$ cat config.mk
export PLATFORM = sky130hd
export DESIGN_NAME = seqb_top
export DESIGN_NICKNAME = d
export VERILOG_FILES = /design/src/rtl/seqb_pkg.sv /design/src/rtl/seqb_mode_reg.sv /design/src/rtl/seqb_chain.sv /design/src/rtl/seqb_flags.sv /design/src/rtl/seqb_top.sv
export SDC_FILE = /design/constraint.sdc
export NUM_CORES = 1
export LEC_CHECK = 0
export ABC_AREA = 1
export BUFFER_PORTS_ARGS = -buffer_cell sky130_fd_sc_hd__buf_2
export CORE_AREA = 3 3 40 42
export CTS_BUF_LIST = sky130_fd_sc_hd__clkbuf_2
export DETAILED_ROUTE_END_ITERATION = 10
export DIE_AREA = 0 0 43 45
export MAX_ROUTING_LAYER = met4
export PLACE_DENSITY = 0.79
export SYNTH_ARGS = -nofsm -noshare
export SYNTH_HDL_FRONTEND = slang
export SYNTH_SLANG_ARGS = --single-unit
$ cat constraint.sdc
create_clock -name clk -period 3.4 [get_ports clk]
set_input_delay 0.51 -clock clk [delete_from_list [all_inputs] [get_ports clk]]
set_output_delay 0.51 -clock clk [all_outputs]
set_load 0.05 [all_outputs]
$ cat src/rtl/seqb_pkg.sv
package seqb_pkg;
  // Default channel count; must be a power of two so the mode field spans all chain lengths
  localparam int unsigned SEQB_NCH = 4;
  // Mode value that selects independent channels
  localparam int unsigned SEQB_MODE_INDEP = 0;
endpackage

$ cat src/rtl/seqb_mode_reg.sv
module seqb_mode_reg #(
  parameter int unsigned MW = 2
) (
  input  logic          clk,
  input  logic          rst_n,
  input  logic          wr_i,
  input  logic [MW-1:0] mode_i,
  output logic [MW-1:0] mode_q
);
  logic [MW-1:0] mode_d;
  logic          mode_en;

  always_comb begin
    mode_en = wr_i;
    mode_d  = mode_i;
  end

  always_ff @(posedge clk or negedge rst_n) begin
    if (!rst_n)       mode_q <= '0;
    else if (mode_en) mode_q <= mode_d;
  end
endmodule

$ cat src/rtl/seqb_chain.sv
module seqb_chain #(
  parameter int unsigned NCH = 4,
  parameter int unsigned MW  = 2
) (
  input  logic           clk,
  input  logic           rst_n,
  input  logic [MW-1:0]  mode_q,
  input  logic           mode_wr,
  input  logic [NCH-1:0] match,
  output logic           hit,
  output logic           seq_done
);
  import seqb_pkg::*;

  localparam logic [MW-1:0] LAST_CH = MW'(NCH - 1);

  logic [MW-1:0] stg_q, stg_d;
  logic          stg_en;
  logic [MW-1:0] first_ch, exp_ch;
  logic          exp_hit, is_last, ordered;

  // Work out which channel is expected next and whether it matched
  always_comb begin
    ordered  = (mode_q != MW'(SEQB_MODE_INDEP));
    first_ch = LAST_CH - mode_q;
    exp_ch   = first_ch + stg_q;
    exp_hit  = match[exp_ch];
    is_last  = (exp_ch == LAST_CH);
  end

  // Next stage: the counter steps at most once per cycle
  always_comb begin
    stg_en = mode_wr | (ordered & exp_hit);
    if (mode_wr || is_last) stg_d = '0;
    else                    stg_d = stg_q + MW'(1);
  end

  always_ff @(posedge clk or negedge rst_n) begin
    if (!rst_n)      stg_q <= '0;
    else if (stg_en) stg_q <= stg_d;
  end

  always_comb begin
    seq_done = ~mode_wr & ordered & exp_hit & is_last;
    if (mode_wr)      hit = 1'b0;
    else if (ordered) hit = seq_done;
    else              hit = |match;
  end


  stage_bound_chk: assert property (@(posedge clk) disable iff (!rst_n)
    stg_q <= mode_q);


  wr_restart_chk: assert property (@(posedge clk) disable iff (!rst_n)
    mode_wr |=> (stg_q == '0));


  one_step_chk: assert property (@(posedge clk) disable iff (!rst_n)
    !mode_wr |=> (stg_q == $past(stg_q)) || (stg_q == $past(stg_q) + MW'(1)) || (stg_q == '0));


  restart_after_break_chk: assert property (@(posedge clk) disable iff (!rst_n)
    seq_done |=> (stg_q == '0));
endmodule

$ cat src/rtl/seqb_flags.sv
module seqb_flags #(
  parameter int unsigned NCH = 4
) (
  input  logic           clk,
  input  logic           rst_n,
  input  logic [NCH-1:0] set_i,
  input  logic [NCH-1:0] clr_i,
  output logic [NCH-1:0] flags_q
);
  logic [NCH-1:0] flags_d;
  logic           flags_en;

  always_comb begin
    flags_en = (|set_i) | (|clr_i);
    flags_d  = (flags_q & ~clr_i) | set_i;
  end

  always_ff @(posedge clk or negedge rst_n) begin
    if (!rst_n)        flags_q <= '0;
    else if (flags_en) flags_q <= flags_d;
  end


  set_over_clr_chk: assert property (@(posedge clk) disable iff (!rst_n)
    (|(set_i & clr_i)) |=> ((flags_q & $past(set_i & clr_i)) == $past(set_i & clr_i)));


  clr_effect_chk: assert property (@(posedge clk) disable iff (!rst_n)
    (|(clr_i & ~set_i)) |=> ((flags_q & $past(clr_i & ~set_i)) == '0));
endmodule

$ cat src/rtl/seqb_top.sv
module seqb_top #(
  parameter int unsigned NCH = seqb_pkg::SEQB_NCH,
  localparam int unsigned MW = $clog2(NCH)
) (
  input  logic           clk,
  input  logic           rst_n,
  input  logic           mode_wr_i,
  input  logic [MW-1:0]  mode_i,
  input  logic [NCH-1:0] match_i,
  input  logic [NCH-1:0] flag_clr_i,
  output logic           break_o,
  output logic [NCH-1:0] flags_o
);
  import seqb_pkg::*;

  logic [MW-1:0]  mode_q;
  logic           hit, seq_done;
  logic           brk_q, brk_d;
  logic [NCH-1:0] chain_mask, set_vec;
  logic [MW-1:0]  first_ch;
  logic           ordered;

  seqb_mode_reg #(.MW(MW)) u_mode (
    .clk    (clk),
    .rst_n  (rst_n),
    .wr_i   (mode_wr_i),
    .mode_i (mode_i),
    .mode_q (mode_q)
  );

  seqb_chain #(.NCH(NCH), .MW(MW)) u_chain (
    .clk      (clk),
    .rst_n    (rst_n),
    .mode_q   (mode_q),
    .mode_wr  (mode_wr_i),
    .match    (match_i),
    .hit      (hit),
    .seq_done (seq_done)
  );

  always_comb begin
    ordered  = (mode_q != MW'(SEQB_MODE_INDEP));
    first_ch = MW'(NCH - 1) - mode_q;
  end

  // One mask bit per channel: set when the channel belongs to the selected chain
  for (genvar i = 0; i < NCH; i++) begin : g_mask
    assign chain_mask[i] = ordered && (MW'(i) >= first_ch);
  end

  always_comb begin
    if (mode_wr_i)     set_vec = '0;
    else if (!ordered) set_vec = match_i;
    else if (seq_done) set_vec = chain_mask;
    else               set_vec = '0;
  end

  seqb_flags #(.NCH(NCH)) u_flags (
    .clk     (clk),
    .rst_n   (rst_n),
    .set_i   (set_vec),
    .clr_i   (flag_clr_i),
    .flags_q (flags_o)
  );

  always_comb brk_d = hit;

  always_ff @(posedge clk or negedge rst_n) begin
    if (!rst_n) brk_q <= 1'b0;
    else        brk_q <= brk_d;
  end

  assign break_o = brk_q;


  pulse_chk: assert property (@(posedge clk) disable iff (!rst_n)
    (brk_q && ordered) |=> !brk_q);


  chain_flags_chk: assert property (@(posedge clk) disable iff (!rst_n)
    (brk_q && ordered) |-> ((flags_o & chain_mask) == chain_mask));


  indep_chk: assert property (@(posedge clk) disable iff (!rst_n)
    (!ordered && !mode_wr_i && (|match_i)) |=> brk_q);


  wr_quiet_chk: assert property (@(posedge clk) disable iff (!rst_n)
    mode_wr_i |=> !brk_q);
endmodule

## After elaboration in Yosys (flattened, before gate mapping)

Index checks and enable logic that the tools add are counted.
W data, S select, Z words.

| storage, ports and cells | value |
|---|---|
| bits in registers | 9 |
| input port bits | 13 |
| output and inout bits | 5 |
| logic and storage cells | 40 |

| operators by class | value |
|---|---|
| add/sub/neg operators | 3 |
| $lt $le $gt $ge | 5 |
| eq/ne operators | 1 |
| multiplexer cells | 8 |
| bitwise logic cells | 10 |
| reduce and logical (&&, ||, !) cells | 9 |

Operators with widths:

| cell | count |
|---|---|
| $mux W4 | 3 |
| $reduce_or A4 Y1 | 3 |
| $and A1 B1 Y1 | 4 |
| $and A4 B4 Y4 | 1 |
| $ge A1 B2 Y1 const A | 2 |
| $ge A2 B2 Y1 const A | 2 |
| $logic_and A1 B1 Y1 | 4 |
| $not A4 Y4 | 1 |
| $or A4 B4 Y4 | 1 |
| $lt A2 B3 Y1 const B | 1 |
| $mux W1 | 3 |
| $add A2 B1 Y2 const B | 1 |
| $add A2 B2 Y2 | 1 |
| $bmux W1 S2 | 1 |
| $eq A2 B2 Y1 const B | 1 |
| $mux W2 | 1 |
| $or A1 B1 Y1 | 2 |
| $reduce_bool A2 Y1 | 1 |
| $sub A2 B2 Y2 const A | 1 |
| $logic_or A1 B1 Y1 | 1 |
| $not A1 Y1 | 1 |

## Logic depth before layout (Yosys ltp)

Gate-level depths: netlist of run 1.

| logic depth | value |
|---|---|
| depth after elaboration | 11 |
| gate-level depth with buffers | 13 |

## Modules after synthesis

From an unflattened synthesis of run 1, not the netlist that was laid out.

| unflattened totals | value |
|---|---|
| cells, all modules | 88 |
| area, all modules | 603.1 µm² |

Modules (own cells, without submodules):

| module | instances | cells each | area an instance (µm²) |
|---|---|---|---|
| seqb_chain | 1 | 46 | 286.5 |
| seqb_flags | 1 | 20 | 160.2 |
| seqb_top | 1 | 13 | 80.1 |
| seqb_mode_reg | 1 | 9 | 76.3 |

## Least setup slack after synthesis of run 1

Ideal clock, no wire load.

| timing | value |
|---|---|
| kind | reg2reg |
| from | register u_mode.mode_q[0] |
| to | register u_flags.flags_q[3] |
| data arrival time | 1,423 ps |
| data required time | 3,283 ps |
| path slack | 1,860 ps |
| stages on the path, launching flop included | 11 |
| path buffers | 0 |
| period minus slack after synthesis | 1,540 ps |
| cell sequence | dfrtp_1 inv_1 ha_1 o21ai_0 inv_2 a21oi_2 nor2_4 nand2_2 nand2_2 nand2_1 o21ai_2 |

| on the way | value |
|---|---|
| cells in the longest elaborated chain, start to end | 11 |

Ends and longest elaborated chain:

| what | RTL line | RTL |
|---|---|---|
| from (decl) | seqb_mode_reg.sv:8 | `output logic [MW-1:0] mode_q` |
| from (signal assigned) | seqb_mode_reg.sv:20 | `else if (mode_en) mode_q <= mode_d;` |
| $sub A2 B2 Y2 | seqb_chain.sv:25, seqb_top.sv:43 |  |
| $add A2 B2 Y2 | seqb_chain.sv:26 | `exp_ch = first_ch + stg_q;` |
| $bmux W1 S2 | seqb_chain.sv:27 | `exp_hit = match[exp_ch];` |
| $mux W1 (not written as such) | seqb_chain.sv:27 |  |
| $and A1 B1 Y1 (2 in series) | seqb_chain.sv:44 | `seq_done = ~mode_wr & ordered & exp_hit & is_last;` |
| $mux W4 | seqb_top.sv:54 | `else if (seq_done) set_vec = chain_mask;` |
| $mux W4 * | seqb_top.sv:53 | `else if (!ordered) set_vec = match_i;` |
| $mux W4 * | seqb_top.sv:52 | `if (mode_wr_i) set_vec = '0;` |
| $reduce_or A4 Y1 | seqb_flags.sv:14 | `flags_en = (\|set_i) \| (\|clr_i);` |
| $or A1 B1 Y1 | seqb_flags.sv:14 |  |
| to (signal assigned) | seqb_flags.sv:20 | `else if (flags_en) flags_q <= flags_d;` |
| to (decl) | seqb_flags.sv:8 | `output logic [NCH-1:0] flags_q` |

Mark *: on every way between the ends. The rest lies on a longest branch, timed or not. The select of a mux whose other input is x is not followed.
A chain may end at the register's enable or synchronous reset.

## Final worst setup path of run 1

Ends and elaborated chain as after synthesis.

==> results of run 1 <==
-- layer usage --
metal,part of all wire [%],up-vias
li1,-,283
met1,45,237
met2,49,13
met3,4.6,4
met4,1.8,0
met5,0,-
-- through the flow --
| stage | hold WS, ns | area [µm²] | util (%) | cells |
|---|---|---|---|---|
| global route | 0.0843 | 707 | 55.0 | 114 |
| global placement | 0.369 | 687 | 53.5 | 110 |
| finish | 0.0830 | 707 | 55.0 | 114 |
| floorplan | 0.214 | 583 | - | 78 |
| detailed placement | 0.380 | 687 | 53.5 | 110 |
| CTS | 0.0859 | 707 | 55.0 | 114 |
-- Yosys cell counts --
master | instances | area (µm²)
a21oi_1 | 2 | 10.0
a21oi_2 | 1 | 8.76
bufinv_8 | 1 | 17.5
dfrtp_1 | 9 | 225
ha_1 | 1 | 12.5
inv_1 | 14 | 52.6
inv_2 | 1 | 3.75
nand2_1 | 17 | 63.8
nand2_2 | 6 | 37.5
nand3_1 | 7 | 35.0
nand3_2 | 1 | 10.0
nor2_1 | 6 | 22.5
nor2_4 | 2 | 22.5
nor3_1 | 1 | 5.00
o211ai_1 | 1 | 7.51
o21ai_0 | 4 | 20.0
o21ai_1 | 1 | 5.00
o21ai_2 | 1 | 8.76
or2_2 | 1 | 6.26
xor2_1 | 1 | 8.76
-- layout make-up --
cell class | count | share of cell area [%]
multi-input combinational | 53 | 40.2
sequential | 9 | 31.9
timing repair buffer | 17 | 12.0
inverter | 16 | 10.4
clock buffer | 4 | 2.83
tap | 15 | 2.65
-- state kept, by name (all words and copies together), names as in the netlist --
signal           cells
break_o              1
u_mode.mode_q        2
u_chain.stg_q        2
u_flags.flags_q      4
-- worst min-delay path by stage --
stage / startpoint / end
2_1_floorplan: rst_n / break_o
3_3_place_gp: rst_n / u_chain.stg_q[1]
3_5_place_dp: rst_n / u_mode.mode_q[1]
4_1_cts: rst_n / u_chain.stg_q[1]
5_1_grt: rst_n / u_mode.mode_q[1]
6_report: rst_n / u_chain.stg_q[1]
-- power groups by stage --
stage / Sequential (µW) / Clock, µW / Combinational, µW
6_report: 149 / 72.8 / 224
5_1_grt: 153 / 78.4 / 251
4_1_cts: 149 / 75.0 / 226
3_5_place_dp: 151 / 0 / 225
3_3_place_gp: 151 / 0 / 215
2_1_floorplan: 183 / 0 / 143
-- cells by family after synthesis --
group	Yosys count	synth area share [%]
and+or+nand+nor	41	34.8
AOI/OAI and AO/OA	10	10.3
DFF	9	38.6
buffers and inverters	16	12.7
adders and majority gates	1	2.15
xor gates and xnor gates	1	1.50
-- worst register-to-register path, cell delays in order (launching register included) --
cell     delay [ns]
dfrtp_1        0.42
inv_1          0.06
ha_1           0.35
o21ai_0        0.25
inv_2          0.06
a21oi_2        0.18
nor2_4         0.08
nand2_2        0.06
nand2_2        0.05
nand2_1        0.08
o21ai_2        0.05
==> results by group, run 1 <==
Power and ir drop
  – Sw Pwr: 210 µW
  – Power Dens Cells: 631 nW/µm²
  – Leak: 0.000416 µW
  – Switch share: 47.0%
  – Logic pwr share: 50.3%
  – Cell internal pwr: 236 µW
  – Reg power frac: 33.3%
  – Power, Total: 446 µW
  – Clock power share: 16.3%
  – VDD IR-drop max: 0.247 mV

Clock tree
  – Post-CTS Setup Inserts: 0
  – Post-CTS sizing: 0
  – CTS Sinks: 9
  – Clk_lat worst skew: 0.25 ns
  – CTS max path bufs: 2
  – Hold-fix buffers at CTS: 0
  – CTS Buf Count: 3
  – CTS tree: yes
  – Root Driver: clkbuf_2
  – CTS clk-pin slew, worst paths: 0.11 ns
  – # H-tree levels: 1

Worst setup path
  – FF-to-FF setup slack: 1.66 ns
  – CP bufs+invs: 2
  – Arrival @ worst endpoint: 1.89 ns
  – Delay-heaviest family, CP: compound AO/OA/AOI/OAI gates
  – Reg2reg start: u_mode.mode_q[0]
  – Critical Path RT: 3.55 ns
  – RR Endpoint: u_flags.flags_q[3]
  – Critical path startpoint category: flop
  – Crit path kind: flop to flop
  – Crit-path max cell delay: 0.42 ns
  – CP Capture Type: flop
  – CP max stage cell: dfrtp_1
  – Worst reg2reg path depth: 10
  – Critical Path Source: u_mode.mode_q[0]
  – CP cell instances: inv_1 > ha_1 > o21ai_0 > inv_2 > a21oi_2 > nor2_4 > nand2_2 > nand2_2 > nand2_1 > o21ai_2
  – CP Max Fanout: 5
  – CP endpoint: u_flags.flags_q[3]
  – Cell depth of the worst setup path: 10
  – Worst path most repeated cell: nand2_2

Floorplanning
  – Die Y: 45 µm
  – DIE WIDTH: 43 µm
  – Initial cell density of the core: 45.4%
  – Core footprint: 1280 µm²
  – Die ar.: 1940 µm²
  – Rows: 13
  – Num ports: 18

STA
  – Final hold violations: 0
  – Final Skew: 0.00956 ns
  – Slew HR: 83.1%
  – RSZ-0062 raised after global routing: no
  – Maximum clock frequency: 574 MHz
  – Setup ws final: 1.66 ns
  – Worst slew pin tran: 0.255 ns
  – Min Tclk post-route: 1.74 ns
  – Slew Viols, Final: 0
  – Final Cycle Share: 51.3%
  – Final setup viols: 0
  – Setup TNS: 0 ns

Cells and area
  – Area grow syn2layout: 21.2%
  – Ant diodes: 0
  – Footprint of the multi-input gates: 284 µm²
  – Filler cells: 127
  – Most frequent cells in the layout: nand2_1, buf_2, inv_1
  – Sequential cell area: 225 µm²
  – Final #Nets: 114
  – Fraction of layout cells with a size suffix above 1: 35.4%

Worst hold path
  – HP Class: input pin to async pin

Global routing
  – GRT busiest layer: met2
  – M1 GR Usage: 18.8%
  – Met2 usage: 26.0%
  – Met3 Track Usage GR: 3.59%
  – Largest net degree at the start of global routing: 10
  – Total grt overflow: 0
  – Number of global-route vias before repair: 544
  – Initial antenna violation count: 0
  – First-pass GRT wire length: 2.23 mm
  – Tot GR Track Use: 15.9%

Yosys
  – Synth warn: 0
  – Post-Syn Area per Cell: 7.48 µm²
  – Synth Instances: 78
  – Sequential area share after synthesis: 38.6%
  – Post-Syn Area: 583 µm²
  – Post-synthesis register bit count: 9
  – Synth cell types: 20
  – Synth Net Count: 92

Drt
  – Remaining DRCs: 0
  – Iter 0 DRT Violations: 8
  – DR vias/cell: 4.71
  – WL/cell: 11.2 µm
  – DR vias: 537
  – Drt pass-1 iters: 4
  – Detailed-route wire length: 1.27 mm
  – ANT nets after route: 0

Outcome
  – Outcome: finished, final reports clean

Place
  – Pre-CTS WS: 1.69 ns
  – GPL Wtd Cong: 0.781
  – IO Port Bufs: 17
  – Hpwl dp: 1.02 mm

Job
  – Max-cap viol count: 0
No activity file was read; power rests on OpenSTA's default activity.
==> run 2: changes to the inputs <==
--- a/config.mk
+++ b/config.mk
@@ -12,7 +12,7 @@
 export DETAILED_ROUTE_END_ITERATION = 10
 export DIE_AREA = 0 0 43 45
 export MAX_ROUTING_LAYER = met4
-export PLACE_DENSITY = 0.79
+export PLACE_DENSITY = 0.82
 export SYNTH_ARGS = -nofsm -noshare
 export SYNTH_HDL_FRONTEND = slang
 export SYNTH_SLANG_ARGS = --single-unit
==> constraint.sdc (replaced) <==
create_clock -name clk -period 1.4 [get_ports clk]
set_input_delay 0.21 -clock clk [delete_from_list [all_inputs] [get_ports clk]]
set_output_delay 0.21 -clock clk [all_outputs]
set_load 0.05 [all_outputs]
==> results by group, run 2 (synthesized netlist as in run 1, its figures left out) <==
Place
  – Pre-CTS WS: -0.108 ns (-1.79 ns)
  – GPL Wtd Cong: 0.760 (-2.7%)
  – Hpwl dp: 1.01 mm (-1.6%)
  – Placed instance count: 114 (+3.6%)
  – IO Port Bufs: 17 (unchanged)

Cells and area
  – Top flop regs: u_flags.flags_q (4), u_chain.stg_q (2), u_mode.mode_q (2)
  – Fraction of layout cells with a size suffix above 1: 46.2% (+11 points)
  – Layout Utilization: 63.1% (+8.1 points)
  – Footprint of the multi-input gates: 348 µm² (+22%)
  – Non-Filler Instances: 119 (+4.4%)
  – Ant diodes: 0 (unchanged)
  – Final #Nets: 119 (+4.4%)
  – Commonest non-fill, non-tap cell in the layout: buf_2
  – Number of flip-flops in the largest register: 4 (unchanged)
  – Area grow syn2layout: 39.1%
  – Sequential cell area: 225 µm² (unchanged)
  – Filler cells: 113 (-11%)
  – Most frequent cells in the layout: buf_2, nand2_1, inv_1
  – Largest Register: u_flags.flags_q

Job
  – Max-cap viol count: 0 (unchanged)

STA
  – Final Skew: 0.00165 ns (-0.00791 ns)
  – Setup ws final: -0.0545 ns (-1.71 ns)
  – Worst slew pin tran: 0.248 ns (-0.00715 ns)
  – Slew Viols, Final: 0 (unchanged)
  – Maximum clock frequency: 688 MHz (+20%)
  – Final Cycle Share: 104% (+53 points)
  – RSZ-0062 raised after global routing: yes
  – Min Tclk post-route: 1.45 ns (-0.289 ns)
  – Final hold violations: 0 (unchanged)
  – Final setup viols: 6 (+6)
  – Slew HR: 83.6% (+0.47 points)
  – Hold WS: 0.119 ns (+0.0364 ns)

Worst setup path
  – Crit-path max cell delay: 0.41 ns (about the same)
  – Crit path kind: flop to flop
  – CP bufs+invs: 1 (-1)
  – CP Max Fanout: 4 (-1)
  – Arrival @ worst endpoint: 1.65 ns (-0.24 ns)
  – Delay-heaviest family, CP: simple AND/OR/NAND/NOR gates
  – Critical Path RT: 1.60 ns (-1.95 ns)
  – Worst path most repeated cell: nand2_2
  – CP Capture Type: flop
  – CP cell instances: inv_2 > ha_4 > nand2_2 > nand2_4 > nand2_4 > nand3_2 > nand2_2 > nor2_4 > nand2_2 > nand2_2 > nand3_2 > nand2_1
  – Worst reg2reg path depth: 12 (+2)
  – CP max stage cell: dfrtp_1
  – Cell depth of the worst setup path: 12 (+2)
  – FF-to-FF setup slack: -0.05 ns (-1.71 ns)
  – Critical path startpoint category: flop

Floorplanning
  – Die ar.: 1940 µm² (unchanged)
  – DIE WIDTH: 43 µm (unchanged)
  – Num ports: 18 (unchanged)
  – Core footprint: 1280 µm² (unchanged)
  – Rows: 13 (unchanged)
  – Initial cell density of the core: 45.4% (unchanged)
  – Die Y: 45 µm (unchanged)

Global routing
  – Number of global-route vias before repair: 499 (-8.3%)
  – Largest net degree at the start of global routing: 10 (unchanged)
  – First-pass GRT wire length: 2.24 mm (+0.63%)
  – Total grt overflow: 0 (unchanged)
  – Tot GR Track Use: 16.6% (+0.68 points)
  – Initial antenna violation count: 0 (unchanged)

Power and ir drop
  – Leak: 0.000456 µW (+9.6%)
  – VDD IR-drop max: 0.999 mV (+300%)
  – Power Dens Cells: 1560 nW/µm² (+150%)
  – Power, Total: 1260 µW (+180%)

Clock tree
  – Post-CTS Setup Inserts: 0 (unchanged)
  – CTS max path bufs: 2 (unchanged)
  – CTS tree: yes
  – Root Driver: clkbuf_2
  – Clk_lat worst skew: 0.26 ns (about the same)
  – CTS Sinks: 9 (unchanged)
  – CTS Buf Count: 3 (unchanged)
  – # H-tree levels: 1 (unchanged)
  – CTS clk-pin slew, worst paths: 0.10 ns (about the same)

Drt
  – Remaining DRCs: 0 (unchanged)
  – WL/cell: 11.0 µm (-1.9%)
  – ANT nets after route: 0 (unchanged)
  – Drt pass-1 iters: 4 (unchanged)
  – Detailed-route wire length: 1.30 mm (+2.4%)
  – DR vias: 573 (+6.7%)
  – DR vias/cell: 4.82 (+2.2%)
  – Iter 0 DRT Violations: 6 (-2)

Outcome
  – Outcome: complete, but fails checks
  – Failing checks: negative setup slack

Worst hold path
  – HP Class: input pin to flop
  – Hold depth: 2
## run 2: cell types whose count changed in the layout (fill, tap and decap cells not counted), moves of 2 or more
cell	before	now
buf_4	0	4
inv_1	14	12
inv_2	1	3
nand2_1	17	14
nand2_4	0	3
nand3_1	7	5
o21ai_0	4	2
## run 2: worst reg2reg max path, delay by kind of cell (launching register included)
family / cells / cell delay [ns]
buf+inv: 1 / 0.08
flops: 1 / 0.41
fa+ha+maj: 1 / 0.14
simple gates: 10 / 0.78
## run 2: metal layers
layer / global-route usage (%) / up-vias / part of all wire (%)
li1: - / 291 / -
met1: 20.4 / 255 / 42
met2: 23.7 / 22 / 50
met3: 4.78 / 5 / 6.1
met4: 10.8 / 0 / 2.0
met5: - / - / 0
## run 2: worst paths after layout
path | startpoint | to
worst min register to register | u_flags.flags_q[0] | u_flags.flags_q[0]
worst min-delay path | flag_clr_i[3] | u_flags.flags_q[3]
worst max register to register | u_mode.mode_q[0] | u_flags.flags_q[2]
max in group asynchronous | rst_n | u_flags.flags_q[2]
worst max-delay path | u_mode.mode_q[0] | u_flags.flags_q[2]
min in group asynchronous | rst_n | u_mode.mode_q[0]
## run 2: power by group
group	internal (µW)	total [µW]	switching, µW
Sequential	315	362	46.5
Combinational	292	725	433
Clock	75.9	178	102
## run 2: cell type report
cell class              instances  area share (%)
clock buffers                   4            2.47
inverters                      16            9.10
multi-input cells              53            42.9
flip-flops and latches          9            27.8
well taps                      15            2.31
repair buffers                 22            15.4
## run 2: repair_timing
| item | in CTS | in global routing |
|---|---|---|
| cloned | 0 | 0 |
| resized for setup | 3 | 8 |
| endpoints found under the hold margin | 9 | 0 |
| endpoints found under the setup margin | 7 | 7 |
| pin swaps | 7 | 0 |
| hold buffers | 1 | 0 |
## run 2: through the flow
step | instance area [µm²] | setup TNS, ns
after global placement | 742 | -0.215
after global routing | 811 | -1.07
after CTS | 779 | -0.339
after detailed placement | 742 | -0.464
final | 811 | -0.191
after floorplan | 608 | -0.00363
